### src/rtl/seqtrig_pkg.sv
package seqtrig_pkg;

  typedef enum logic [3:0] {
    MD_ANY        = 4'd0,
    MD_STROBES    = 4'd1,
    MD_P1_CNT     = 4'd2,
    MD_P1_RUN     = 4'd3,
    MD_P1_THEN_P2 = 4'd4,
    MD_P1_NEXT_P2 = 4'd5,
    MD_P1P2_GUARD = 4'd6,
    MD_GAP_SHORT  = 4'd7,
    MD_GAP_LONG   = 4'd8,
    MD_P2_EARLY   = 4'd9,
    MD_P2_OVERDUE = 4'd10,
    MD_BOTH       = 4'd11,
    MD_EITHER     = 4'd12
  } seq_mode_e;

  typedef enum logic {
    PH_WAIT = 1'b0,
    PH_SEEN = 1'b1
  } seq_phase_e;

endpackage

### src/rtl/seqtrig_cmp.sv
module seqtrig_cmp #(
  parameter int W = 16
) (
  input  logic [W-1:0] bus,
  input  logic [W-1:0] val,
  input  logic [W-1:0] msk,
  output logic         hit
);

  function automatic logic masked_eq(input logic [W-1:0] b,
                                     input logic [W-1:0] v,
                                     input logic [W-1:0] m);
    return ((b ^ v) & m) == '0;
  endfunction

  assign hit = masked_eq(bus, val, msk);

endmodule

### src/rtl/seqtrig_timer.sv
module seqtrig_timer #(
  parameter int TW = 12
) (
  input  logic          clk,
  input  logic          rst_n,
  input  logic          load,
  output logic [TW-1:0] elapsed
);

  logic [TW-1:0] now_q;
  logic [TW-1:0] stamp_q;

  function automatic logic [TW-1:0] since(input logic [TW-1:0] cur,
                                          input logic [TW-1:0] start);
    return cur - start;
  endfunction

  // free-running: advances on every system clock, strobe or not
  always_ff @(posedge clk or negedge rst_n) begin
    if (!rst_n) begin
      now_q   <= '0;
      stamp_q <= '0;
    end else begin
      now_q <= now_q + {{(TW-1){1'b0}}, 1'b1};
      if (load) stamp_q <= now_q;
    end
  end

  assign elapsed = since(now_q, stamp_q);

endmodule

### src/rtl/seqtrig_fsm.sv
module seqtrig_fsm
  import seqtrig_pkg::*;
#(
  parameter int CW = 8,
  parameter int TW = 12
) (
  input  logic          clk,
  input  logic          rst_n,
  input  logic          restart,
  input  logic          arm_en,
  input  logic          arm,
  input  logic          strobe,
  input  logic [3:0]    mode,
  input  logic          m1,
  input  logic          m2,
  input  logic          m3,
  input  logic [CW-1:0] count_n,
  input  logic [TW-1:0] time_lim,
  input  logic [TW-1:0] elapsed,
  output logic          load_stamp,
  output logic          qual,
  output logic          fire,
  output logic          armed,
  output logic          done,
  output logic          trig
);

  localparam int GW = CW + 1;

  seq_mode_e        md;
  seq_phase_e       ph_q, ph_n;
  logic [CW-1:0]    occ_q, occ_n;
  logic [GW-1:0]    gap_q, gap_n;
  logic             armed_q, done_q, trig_q;
  logic             active;
  logic             cnt_ev, cnt_clr;
  logic             win_over;

  assign md = seq_mode_e'(mode);

  // effective limit: zero behaves as one
  function automatic logic [CW-1:0] eff_limit(input logic [CW-1:0] n);
    return (n == '0) ? {{(CW-1){1'b0}}, 1'b1} : n;
  endfunction

  // true when one more event reaches the limit
  function automatic logic reaches(input logic [CW-1:0] occ,
                                   input logic [CW-1:0] n);
    logic [CW:0] nxt;
    nxt = {1'b0, occ} + {{CW{1'b0}}, 1'b1};
    return nxt >= {1'b0, eff_limit(n)};
  endfunction

  function automatic logic [GW-1:0] gap_step(input logic [GW-1:0] g);
    return (g == '1) ? g : g + {{(GW-1){1'b0}}, 1'b1};
  endfunction

  assign active   = !done_q && (armed_q || !arm_en);
  assign qual     = strobe && active;
  assign win_over = elapsed > time_lim;

  // event selection for the occurrence-counting modes
  always_comb begin
    cnt_ev  = 1'b0;
    cnt_clr = 1'b0;
    case (md)
      MD_ANY, MD_STROBES: cnt_ev = qual;
      MD_P1_CNT:          cnt_ev = qual && m1;
      MD_P1_RUN: begin
        cnt_ev  = qual && m1;
        cnt_clr = qual && !m1;
      end
      MD_BOTH:            cnt_ev = qual && m1 && m2;
      MD_EITHER:          cnt_ev = qual && (m1 || m2);
      default: ;
    endcase
  end

  always_comb begin
    ph_n       = ph_q;
    occ_n      = occ_q;
    gap_n      = gap_q;
    fire       = 1'b0;
    load_stamp = 1'b0;

    if (cnt_ev) begin
      if (reaches(occ_q, count_n)) fire = 1'b1;
      else occ_n = occ_q + {{(CW-1){1'b0}}, 1'b1};
    end else if (cnt_clr) begin
      occ_n = '0;
    end

    case (md)
      MD_P1_THEN_P2: if (qual) begin
        if (ph_q == PH_WAIT) begin
          if (m1) ph_n = PH_SEEN;
        end else if (m2) fire = 1'b1;
      end
      MD_P1_NEXT_P2: if (qual) begin
        if (ph_q == PH_WAIT) begin
          if (m1) ph_n = PH_SEEN;
        end else if (!m1) begin
          if (m2) fire = 1'b1;
          else ph_n = PH_WAIT;
        end
      end
      MD_P1P2_GUARD: if (qual) begin
        if (ph_q == PH_WAIT) begin
          if (m1) ph_n = PH_SEEN;
        end else if (m3) begin
          ph_n = PH_WAIT;
        end else if (m2) begin
          ph_n = PH_WAIT;
          if (reaches(occ_q, count_n)) fire = 1'b1;
          else occ_n = occ_q + {{(CW-1){1'b0}}, 1'b1};
        end
      end
      MD_GAP_SHORT, MD_GAP_LONG: if (qual) begin
        if (ph_q == PH_WAIT) begin
          if (m1) begin
            ph_n  = PH_SEEN;
            gap_n = '0;
          end
        end else if (m2) begin
          if (md == MD_GAP_SHORT) fire = gap_q < {1'b0, count_n};
          else                    fire = gap_q > {1'b0, count_n};
          ph_n = PH_WAIT;
        end else if (m1) begin
          gap_n = '0;
        end else begin
          gap_n = gap_step(gap_q);
        end
      end
      MD_P2_EARLY, MD_P2_OVERDUE: begin
        if (ph_q == PH_WAIT) begin
          if (qual && m1) begin
            ph_n       = PH_SEEN;
            load_stamp = 1'b1;
          end
        end else if (active) begin
          if (md == MD_P2_EARLY) begin
            if (win_over)          ph_n = PH_WAIT;
            else if (qual && m2)   fire = 1'b1;
          end else begin
            if (win_over)          fire = 1'b1;
            else if (qual && m2)   ph_n = PH_WAIT;
          end
        end
      end
      default: ;
    endcase
  end

  always_ff @(posedge clk or negedge rst_n) begin
    if (!rst_n) begin
      ph_q    <= PH_WAIT;
      occ_q   <= '0;
      gap_q   <= '0;
      armed_q <= 1'b0;
      done_q  <= 1'b0;
      trig_q  <= 1'b0;
    end else if (restart) begin
      ph_q    <= PH_WAIT;
      occ_q   <= '0;
      gap_q   <= '0;
      armed_q <= 1'b0;
      done_q  <= 1'b0;
      trig_q  <= 1'b0;
    end else begin
      ph_q    <= fire ? PH_WAIT : ph_n;
      occ_q   <= fire ? '0 : occ_n;
      gap_q   <= gap_n;
      done_q  <= done_q || fire;
      trig_q  <= fire;
      if (arm) armed_q <= 1'b1;
    end
  end

  assign armed = armed_q;
  assign done  = done_q;
  assign trig  = trig_q;

endmodule

### src/rtl/seqtrig_top.sv
module seqtrig_top #(
  parameter int W  = 16,
  parameter int CW = 8,
  parameter int TW = 12
) (
  input  logic          clk,
  input  logic          rst_n,
  input  logic          restart,
  input  logic          arm_en,
  input  logic          arm,
  input  logic          strobe,
  input  logic [W-1:0]  bus,
  input  logic [3:0]    mode,
  input  logic [W-1:0]  p1_val,
  input  logic [W-1:0]  p1_msk,
  input  logic [W-1:0]  p2_val,
  input  logic [W-1:0]  p2_msk,
  input  logic [W-1:0]  p3_val,
  input  logic [W-1:0]  p3_msk,
  input  logic [CW-1:0] count_n,
  input  logic [TW-1:0] time_lim,
  output logic          trig
);

  localparam int NPAT = 3;

  logic [W-1:0]    pat_val [NPAT];
  logic [W-1:0]    pat_msk [NPAT];
  logic [NPAT-1:0] pat_hit;

  assign pat_val[0] = p1_val;
  assign pat_val[1] = p2_val;
  assign pat_val[2] = p3_val;
  assign pat_msk[0] = p1_msk;
  assign pat_msk[1] = p2_msk;
  assign pat_msk[2] = p3_msk;

  // one masked comparator per pattern
  for (genvar gi = 0; gi < NPAT; gi++) begin : g_cmp
    seqtrig_cmp #(.W(W)) u_cmp (
      .bus (bus),
      .val (pat_val[gi]),
      .msk (pat_msk[gi]),
      .hit (pat_hit[gi])
    );
  end

  // internal events, named for the checker
  logic          m1, m2, m3;
  logic          load_stamp;
  logic          qual;
  logic          fire;
  logic          armed;
  logic          done;
  logic [TW-1:0] elapsed;

  assign m1 = pat_hit[0];
  assign m2 = pat_hit[1];
  assign m3 = pat_hit[2];

  seqtrig_timer #(.TW(TW)) u_timer (
    .clk     (clk),
    .rst_n   (rst_n),
    .load    (load_stamp),
    .elapsed (elapsed)
  );

  seqtrig_fsm #(.CW(CW), .TW(TW)) u_fsm (
    .clk        (clk),
    .rst_n      (rst_n),
    .restart    (restart),
    .arm_en     (arm_en),
    .arm        (arm),
    .strobe     (strobe),
    .mode       (mode),
    .m1         (m1),
    .m2         (m2),
    .m3         (m3),
    .count_n    (count_n),
    .time_lim   (time_lim),
    .elapsed    (elapsed),
    .load_stamp (load_stamp),
    .qual       (qual),
    .fire       (fire),
    .armed      (armed),
    .done       (done),
    .trig       (trig)
  );

endmodule

### config.mk
export PLATFORM = sky130hd
export DESIGN_NAME = seqtrig_top
export DESIGN_NICKNAME = d
export VERILOG_FILES = /design/src/rtl/seqtrig_pkg.sv /design/src/rtl/seqtrig_cmp.sv /design/src/rtl/seqtrig_timer.sv /design/src/rtl/seqtrig_fsm.sv /design/src/rtl/seqtrig_top.sv
export SDC_FILE = /design/constraint.sdc
export NUM_CORES = 1
export LEC_CHECK = 0
export CAP_MARGIN = 20
export CORE_ASPECT_RATIO = 1.75
export CORE_MARGIN = 4
export CORE_UTILIZATION = 55
export CTS_CLUSTER_DIAMETER = 120
export DETAILED_ROUTE_END_ITERATION = 6
export DONT_BUFFER_PORTS = 1
export PLACE_DENSITY_LB_ADDON = 0.3
export SLEW_MARGIN = 20
export SYNTH_ARGS = -nofsm -noshare
export SYNTH_HDL_FRONTEND = slang
export SYNTH_HIERARCHICAL = 1
export SYNTH_SLANG_ARGS = --single-unit
### constraint.sdc
create_clock -name clk -period 3.5 [get_ports clk]
set_input_delay 0.525 -clock clk [delete_from_list [all_inputs] [get_ports clk]]
set_output_delay 0.525 -clock clk [all_outputs]
set_load 0.01 [all_outputs]
==> metrics.txt, run 1 <==
status=completed; setup_tns=0 ns; Layout Area Growth over Synthesis=15.3%; critical path arrival=3.65 ns; DR iter-0 viols=343; vias in the first global route=4268; via count=4202; Worst Setup Start Kind=flop; # IOs=143; WS Path Type=flop to flop; DRC errors left=0; Synth Net Count=721; Core ar.=0.00802 mm2; Tightest Hold Check Type=input pin to asynchronous set/reset pin; FP Rows=43; r2r setup slk=0.06 ns; Synth Instances=535; CP Data Required Time=3.71 ns; first-pass GRT wire length=19800 um; Pleak=2.45 nW; final setup fails=0; Worst Path Max Fanout=5; total congestion overflow=0; Tmin final=3.44 ns; pwr dens=253 mW/mm2; Total Routing Usage GR=24.6%; TritonCTS buffer count=5; H-tree depth=2; share of cells above drive strength 1=15.3%; CP Capture Type=flop; Peak VDD IR=0.315 mV; unrepaired setup endpoints after global routing=yes; fin cells=657; drt wl/cell=19.5 um; Post-Syn Area per Cell=8.53 um2; layout net count=752; Routed Antenna Nets=0; reg2reg path depth=16; final worst path period share=98.2%; fmax=291 MHz; number of diodes=0; DIE AREA=0.00988 mm2; clock skew=0.00838 ns; root buf cell=clkbuf_16; Max-Cap Viols=0; chip width=76.9 um; RR Startpoint=u_timer/stamp_q[6]; Filler Cell Count=668; via/cell ratio=6.40; Ys Warns=6; TritonCTS Sinks=45; max-slew violation count=0; worst relative slew slack=64.2%; Hold Fails Final Rpt=0; largest net degree at the start of global routing=46; Post-Route WL=12800 um; Detailed Routing Iterations Pass 1=5; worst skew pair latency=0.29 ns; Cell Area, Synth=0.00456 mm2; slew of the pin with the lowest slew margin=0.536 ns; worst-case clock buffer depth=2; Die H=128 um; Port Buffer Count=0; Reg-to-Reg End=u_fsm/done; DP HPWL=9920 um; initial antenna violation count=0; placed cell count=639; Placer Congestion=1.01; Reg clk slew, reported paths=0.06 ns; Starting Density=56.9%; CTS tree=done
-- through the flow --
step / instance area (um2) / utilization, % / power (mW) / hold WS [ns] / worst slack [ns]
2_1_floorplan: 4560 / - / 0.712 / 0.229 / 0.166
3_3_place_gp: 4790 / 59.8 / 0.741 / 0.230 / 0.0152
3_5_place_dp: 4790 / 59.8 / 0.749 / 0.230 / -0.138
4_1_cts: 5050 / 63.1 / 1.32 / 0.0823 / 0.00694
5_1_grt: 5260 / 65.6 / 1.39 / 0.0947 / -0.0997
6_report: 5260 / 65.6 / 1.33 / 0.0814 / 0.0636
-- where the power goes --
part	total, mW	switching [mW]	leakage (nW)	internal, mW
combinational	0.247	0.131	1.81	0.116
clock	0.554	0.197	0.0841	0.357
sequential	0.532	0.00526	0.561	0.527
-- timing repair --
action,in CTS,in global routing
cloned,0,1
endpoints found under the hold margin,45,0
hold buffers,1,0
resized for setup,10,32
pin swaps,7,20
setup buffers,1,8
endpoints found under the setup margin,11,11
-- critical path, stage by stage, from the launching register on --
cell and delay [ns]:
dfrtp_1 0.37, inv_1 0.10, ha_4 0.22, a21o_1 0.20
or3_1 0.35, o21ai_4 0.23, o21ai_1 0.10, xor2_1 0.15
ha_1 0.33, nand4_1 0.12, buf_4 0.16, nor2_2 0.11
nand3_1 0.13, a31o_4 0.31, buf_6 0.11, or2_4 0.23
a31oi_4 0.13
-- placed cells by master (no fill, tap or decap), types with 3 or more instances in the layout --
cell,count
and2_1,3
mux2_2,4
o21ai_0,27
a21o_1,7
nand3_1,27
buf_4,29
nand2_1,30
o21ai_2,3
a21oi_2,4
clkbuf_16,5
nor2_1,23
nor2b_1,7
o211ai_1,3
a211oi_2,4
nand4_1,16
ha_4,6
a22oi_1,24
and3_1,7
xnor2_1,14
ha_1,37
inv_1,49
o31ai_1,5
a31oi_1,4
nand2b_1,13
dfrtp_1,45
xor2_1,59
o21ai_1,6
a211oi_1,8
or3_1,4
a21oi_1,18
nor3_1,7
-- layer usage --
layer / part of all wire [%] / wire (um) / global-route usage (%) / vias up
met2: 55 / 7050 / 47.5 / 168
li1: - / - / - / 1996
met5: 0 / 0 / 0 / -
met3: 5.4 / 691 / 4.90 / 30
met1: 37 / 4700 / 25.0 / 2008
met4: 3.0 / 391 / 11.5 / 0
-- cell type report --
type | count | area, um2 | area share, %
clock inverters | 1 | 30.0 | 0.571
inverters | 52 | 195 | 3.71
flip-flops and latches | 45 | 1130 | 21.4
repair buffers | 31 | 256 | 4.87
well taps | 90 | 113 | 2.14
multi-input cells | 431 | 3400 | 64.6
clock buffers | 7 | 143 | 2.71
-- flip-flops by register name, summed over array words and instances, names as in the netlist --
| register | flops |
|---|---|
| u_timer/stamp_q | 12 |
| u_fsm/armed | 1 |
| u_timer/now_q | 12 |
| u_fsm/occ_q | 8 |
| u_fsm/ph_q | 1 |
| u_fsm/trig | 1 |
| u_fsm/gap_q | 9 |
| u_fsm/done | 1 |
-- worst max-delay path by stage --
stage                       startpoint        endpoint  slack, ns  cells after the start
detailed placement    u_timer/now_q[0]      u_fsm/ph_q      -0.14                     16
global route        u_timer/stamp_q[1]  u_fsm/occ_q[0]       -0.1                     14
finish              u_timer/stamp_q[6]      u_fsm/done       0.06                     16
floorplan             u_timer/now_q[0]      u_fsm/ph_q       0.17                     15
global placement      u_timer/now_q[0]      u_fsm/ph_q       0.02                     16
CTS                   u_timer/now_q[0]      u_fsm/ph_q      0.007                     16
Power figures use the tool's default switching activity.
==> inputs of run 2 (changes only) <==
SYNTH_HIERARCHICAL = not set   (was 1)
clock period = 3.6 ns   (was 3.5 ns; I/O delays follow)
==> run 2 against run 1 <==
Against the previous run: the run now ends with setup timing left; core utilization down 1.8 points; non-clock buffer count down 4; global-route usage up 0.68 points; largest cell class unchanged.
==> metrics.txt, run 2 <==
Placer Congestion=0.982; WS Path Type=flop to flop; met2 usage in global routing=49.6%; Worst Setup Start Kind=flop; TritonCTS buffer count=5; met3 Usage GRT=4.66%; CTS tree=done; Synth cell types=65; final worst path period share=109%; pre-CTS setup slack=-0.513 ns; DRC errors left=0; Post-Syn Area per Cell=9.03 um2; register bit total from synthesis=45; number of diodes=0; Port Buffer Count=0; via count=3662; final setup margin=-0.341 ns; Post-Route WL=11600 um; via/cell ratio=6.19; Tightest Hold Check Type=input pin to asynchronous set/reset pin; Regs by FF count=u_timer.now_q x12, u_timer.stamp_q x12, u_fsm.gap_q x9; Hold Slack=0.0949 ns; TritonCTS Sinks=45; family with the most delay on the worst path=compound AO/OA/AOI/OAI gates; DIE AREA=0.00937 mm2; Peak VDD IR=0.174 mV; unrepaired setup endpoints after global routing=yes; Layout Area Growth over Synthesis=13.0%; max-slew violation count=0; Area contributors post-synth=dfrtp_1, ha_1, xor2_1; largest net degree at the start of global routing=46; post-synth top area cell=dfrtp_1; Synth Net Count=663; layout net count=689; GRT busiest layer=met2; number of synthesized flops with an enable pin=0; # IOs=143; Tmin final=3.94 ns; final setup fails=11; Routed Antenna Nets=0; initial antenna violation count=0; Detailed Routing Iterations Pass 1=4; fmax=254 MHz; prevailing post-synth register cell=dfrtp_1; DP HPWL=9760 um; Total Routing Usage GR=25.3%; Starting Density=56.6%; most common cell after layout, fill and taps aside=xor2_1; top cell type's share of synthesized area=26.1%; Reg clk slew, reported paths=0.06 ns; CP Data Required Time=3.76 ns; Ys Warns=0; CP Capture Type=flop; Hold Fails Final Rpt=0; drt wl/cell=19.6 um; clock skew=0.00307 ns; root buf cell=clkbuf_16; DR iter-0 viols=187; Max stage delay on crit path=0.38 ns; sequential share of the synthesized area=26.1%; worst path bufs/invs=2; Filler Cell Count=646; Core ar.=0.00762 mm2; Worst Path Max Fanout=3; async set-reset flop share out of synthesis=100%; Cell Area, Synth=0.00431 mm2; FP Rows=42; Synth Instances=477; Pleak=2.32 nW; cell with the most instances after synthesis=xor2_1; share of cells above drive strength 1=16.7%; commonest cells after routing, fill and taps aside=xor2_1, dfrtp_1, inv_1; worst-case clock buffer depth=2; slowest CP cell=dfrtp_1; chip width=74.9 um; worst skew pair latency=0.28 ns; met1 Use GR=24.4%; first-pass GRT wire length=18100 um; worst relative slew slack=49.4%; status=finished, violations left; total congestion overflow=0; Max-Cap Viols=0; Post-synth top cells=xor2_1, dfrtp_1, inv_1; failing checks=setup timing; vias in the first global route=3865; H-tree depth=2; critical-path cell list=inv_2 > ha_4 > inv_2 > fa_2 > a21o_1 > a21oi_2 > o21bai_1 > a21oi_2 > o21bai_1 > a21oi_2 > o21bai_1 > a21oi_1 > xnor2_1 > ha_1 > nor2b_1 > o21ai_1 > o21ai_2 > o31ai_4 > nand3_1 > mux2_2 > o311ai_2 > a211oi_1; critical path arrival=4.10 ns; pwr dens=243 mW/mm2; slew of the pin with the lowest slew margin=0.757 ns; Die H=125 um
[run 2: final cells by class]
cell class                 instances  area (um2)  share of cell area (%)
tap                               88         110                    2.26
clock inverter                     1        5.00                   0.103
inverter                          45         169                    3.47
clock buffer                       7         153                    3.14
timing repair buffer              27         235                    4.83
sequential                        45        1130                    23.1
multi-input combinational        379        3070                    63.1
[run 2: timing repair]
| action | CTS | global route |
|---|---|---|
| setup buffers | 4 | 0 |
| pin swaps | 9 | 0 |
| gates cloned | 0 | 0 |
| hold endpoints to repair | 45 | 0 |
| resized for setup | 11 | 1 |
| setup endpoints to repair | 11 | 11 |
| hold buffers | 1 | 0 |
[run 2: kinds of logic (layout without fill, tap and decap cells)]
family	after synthesis	in the layout	share of synthesized area, %
and+or+nand+nor	135	135	18.2
AOI/OAI and AO/OA	109	109	18.6
xor gates and xnor gates	77	77	15.7
buffers and inverters	53	80	4.85
DFF	45	45	26.1
adders and majority gates	44	44	13.0
muxes	14	14	3.63
[run 2: routing by layer]
| metal | vias up | part of all wire [%] |
|---|---|---|
| li1 | 1762 | - |
| met1 | 1739 | 33 |
| met2 | 149 | 57 |
| met3 | 12 | 6.6 |
| met4 | 0 | 2.5 |
| met5 | - | 0 |
[run 2: final timing paths]
| path | start | endpoint | slack, ns | cells past startpoint |
|---|---|---|---|---|
| hold / removal | rst_n | u_timer.stamp_q[11] | 0.09 | 1 |
| setup reg to reg | u_timer.now_q[0] | u_fsm.ph_q | -0.34 | 22 |
| setup / recovery | u_timer.now_q[0] | u_fsm.ph_q | -0.34 | 22 |
| min in group clk | restart | u_fsm.trig | 0.31 | 1 |
| hold reg to reg | u_fsm.armed | u_fsm.armed | 0.50 | 2 |
| max in group asynchronous | rst_n | u_timer.stamp_q[1] | 3.30 | 1 |
[run 2: where the power goes]
part           switching (mW)  internal, mW  leakage [nW]
clock network           0.182         0.294        0.0799
logic                   0.102        0.0898          1.63
registers             0.00563         0.510         0.612
total                   0.290         0.893          2.32
[run 2: metrics by stage]
step           cell area [um2]  cells  power, mW  util, %  setup TNS, ns
2_1_floorplan             4350    477      0.660        -         -0.701
3_3_place_gp              4600    579      0.695     60.3          -3.23
3_5_place_dp              4600    579      0.700     60.3          -4.59
4_1_cts                   4860    592       1.19     63.8          -2.77
5_1_grt                   4870    592       1.24     63.9          -5.25
6_report                  4870    592       1.18     63.9          -2.87
==> inputs of run 3 (changes only) <==
clock period = 3.4 ns   (was 3.6 ns; I/O delays follow)
==> run 3 against run 2 <==
Against the previous run: the run still ends with setup timing left; count of clock-buffer cells in the layout shrank 1; sequential share of layout area decreased by 0.29 points; register-to-register slack got worse by 0.21 ns; sequential power up 5.6%; clock power grew 21%; combinational power grew 10%; sequential cell count is the same; final cell count is 1.5% higher.
==> metrics.txt, run 3 (synthesis gave the netlist of run 2 again) <==
status=finished, violations left; failing checks=setup timing; Worst Path Max Fanout=3; via count=3718; share of cells above drive strength 1=17.5%; Layout Area Growth over Synthesis=14.4%; Max-Cap Viols=0; family with the most delay on the worst path=compound AO/OA/AOI/OAI gates; final setup fails=11; FP Rows=42; final setup margin=-0.555 ns; Max stage delay on crit path=0.43 ns; Pleak=2.36 nW; DRC errors left=0; total congestion overflow=0; RR Startpoint=u_timer.stamp_q[1]; DR iter-0 viols=111; clock skew=0.00733 ns; TritonCTS Sinks=45; unrepaired setup endpoints after global routing=yes; critical-path cell list=inv_1 > ha_1 > nor2b_1 > o21ai_1 > a21boi_1 > o21ai_1 > nand2b_1 > a21o_1 > a41o_1 > o41ai_2 > xnor2_1 > ha_1 > nand4_1 > or3_4 > o31ai_4 > nand3_1 > mux2_2 > o311ai_2 > a211oi_1; slew of the pin with the lowest slew margin=0.621 ns; Port Buffer Count=0; Core ar.=0.00762 mm2; Starting Density=56.6%; DP HPWL=9840 um; Die H=125 um; vias in the first global route=3964; number of diodes=0; fin cells=601; pre-CTS setup slack=-0.702 ns; r2r setup slk=-0.56 ns; CTS tree=done; Worst Setup Start Kind=flop; layout net count=698; worst path bufs/invs=1; H-tree depth=2; Hold Fails Final Rpt=0; TritonCTS buffer count=5; Total Routing Usage GR=25.8%; largest net degree at the start of global routing=46; Routed Antenna Nets=0; most common cell after layout, fill and taps aside=xor2_1; Detailed Routing Iterations Pass 1=4; drt wl/cell=19.4 um; final worst path period share=116%; chip width=74.9 um; via/cell ratio=6.19; Placer Congestion=0.976; # IOs=143; max-slew violation count=0; critical path arrival=4.12 ns; root buf cell=clkbuf_16; Final Util=64.7%; worst skew pair latency=0.29 ns; fmax=253 MHz; Finished Cell Area=0.00493 mm2; worst-case clock buffer depth=2; first-pass GRT wire length=18500 um; Regs by FF count=u_timer.now_q x12, u_timer.stamp_q x12, u_fsm.gap_q x9; DIE AREA=0.00937 mm2; initial antenna violation count=0; placed cell count=587; commonest cells after routing, fill and taps aside=xor2_1, dfrtp_1, inv_1; pwr dens=270 mW/mm2; Tightest Hold Check Type=input pin to asynchronous set/reset pin; WS Path Type=flop to flop; Reg-to-Reg End=u_fsm.ph_q; CP Capture Type=flop; reg2reg path depth=19; Tmin final=3.96 ns; Hold Slack=0.0528 ns; Stages on worst setup path=19; worst relative slew slack=58.3%; Filler Cell Count=656; Reg clk slew, reported paths=0.07 ns; Post-DP Area=0.00466 mm2; slowest CP cell=or3_4; total power=1.33 mW; Peak VDD IR=0.208 mV; CP Data Required Time=3.56 ns; setup_tns=-5.49 ns; Post-Route WL=11700 um
run 3: where the power goes:
part	total, mW	switching, mW	internal (mW)
clock network	0.576	0.209	0.367
registers	0.545	0.00546	0.540
logic	0.212	0.114	0.0973
run 3: worst reg2reg max path: cells and delay by family, from the launching register on:
kind | cells | cell delay (ns)
fa+ha+maj | 2 | 0.58
xor+xnor | 1 | 0.11
flops | 1 | 0.35
mux | 1 | 0.28
compound gates | 9 | 1.54
buf+inv | 1 | 0.06
simple gates | 5 | 0.90
run 3: area by class of cell:
class,instances,area (um2),area share (%)
clock inverter,2,37.5,0.762
clock buffer,6,139,2.82
multi-input combinational,379,3040,61.8
inverter,45,169,3.43
tap,88,110,2.23
timing repair buffer,36,303,6.14
sequential,45,1130,22.8
run 3: how the worst max path moves through the flow:
stage / start / to / slack [ns]
after floorplan: u_timer.now_q[0] / u_fsm.ph_q / -0.34
after global placement: u_timer.now_q[0] / u_fsm.ph_q / -0.57
after detailed placement: u_timer.now_q[0] / u_fsm.ph_q / -0.70
after CTS: u_timer.now_q[0] / u_fsm.ph_q / -0.57
after global routing: u_timer.now_q[0] / u_fsm.occ_q[5] / -0.76
final: u_timer.stamp_q[1] / u_fsm.ph_q / -0.56
run 3: layer usage:
metal / up-vias / track usage, % / part of all wire [%]
met1: 1755 / 27.5 / 35
met3: 17 / 4.82 / 7.1
met2: 159 / 48.0 / 56
li1: 1787 / - / -
met5: - / 0 / 0
met4: 0 / 9.01 / 2.6
run 3: repair_timing:
item | CTS | global route
gates cloned | 0 | 0
endpoints found under the hold margin | 45 | 0
hold buffers | 1 | 0
resized for setup | 4 | 4
buffers inserted | 0 | 5
pin swaps | 1 | 1
endpoints found under the setup margin | 11 | 11
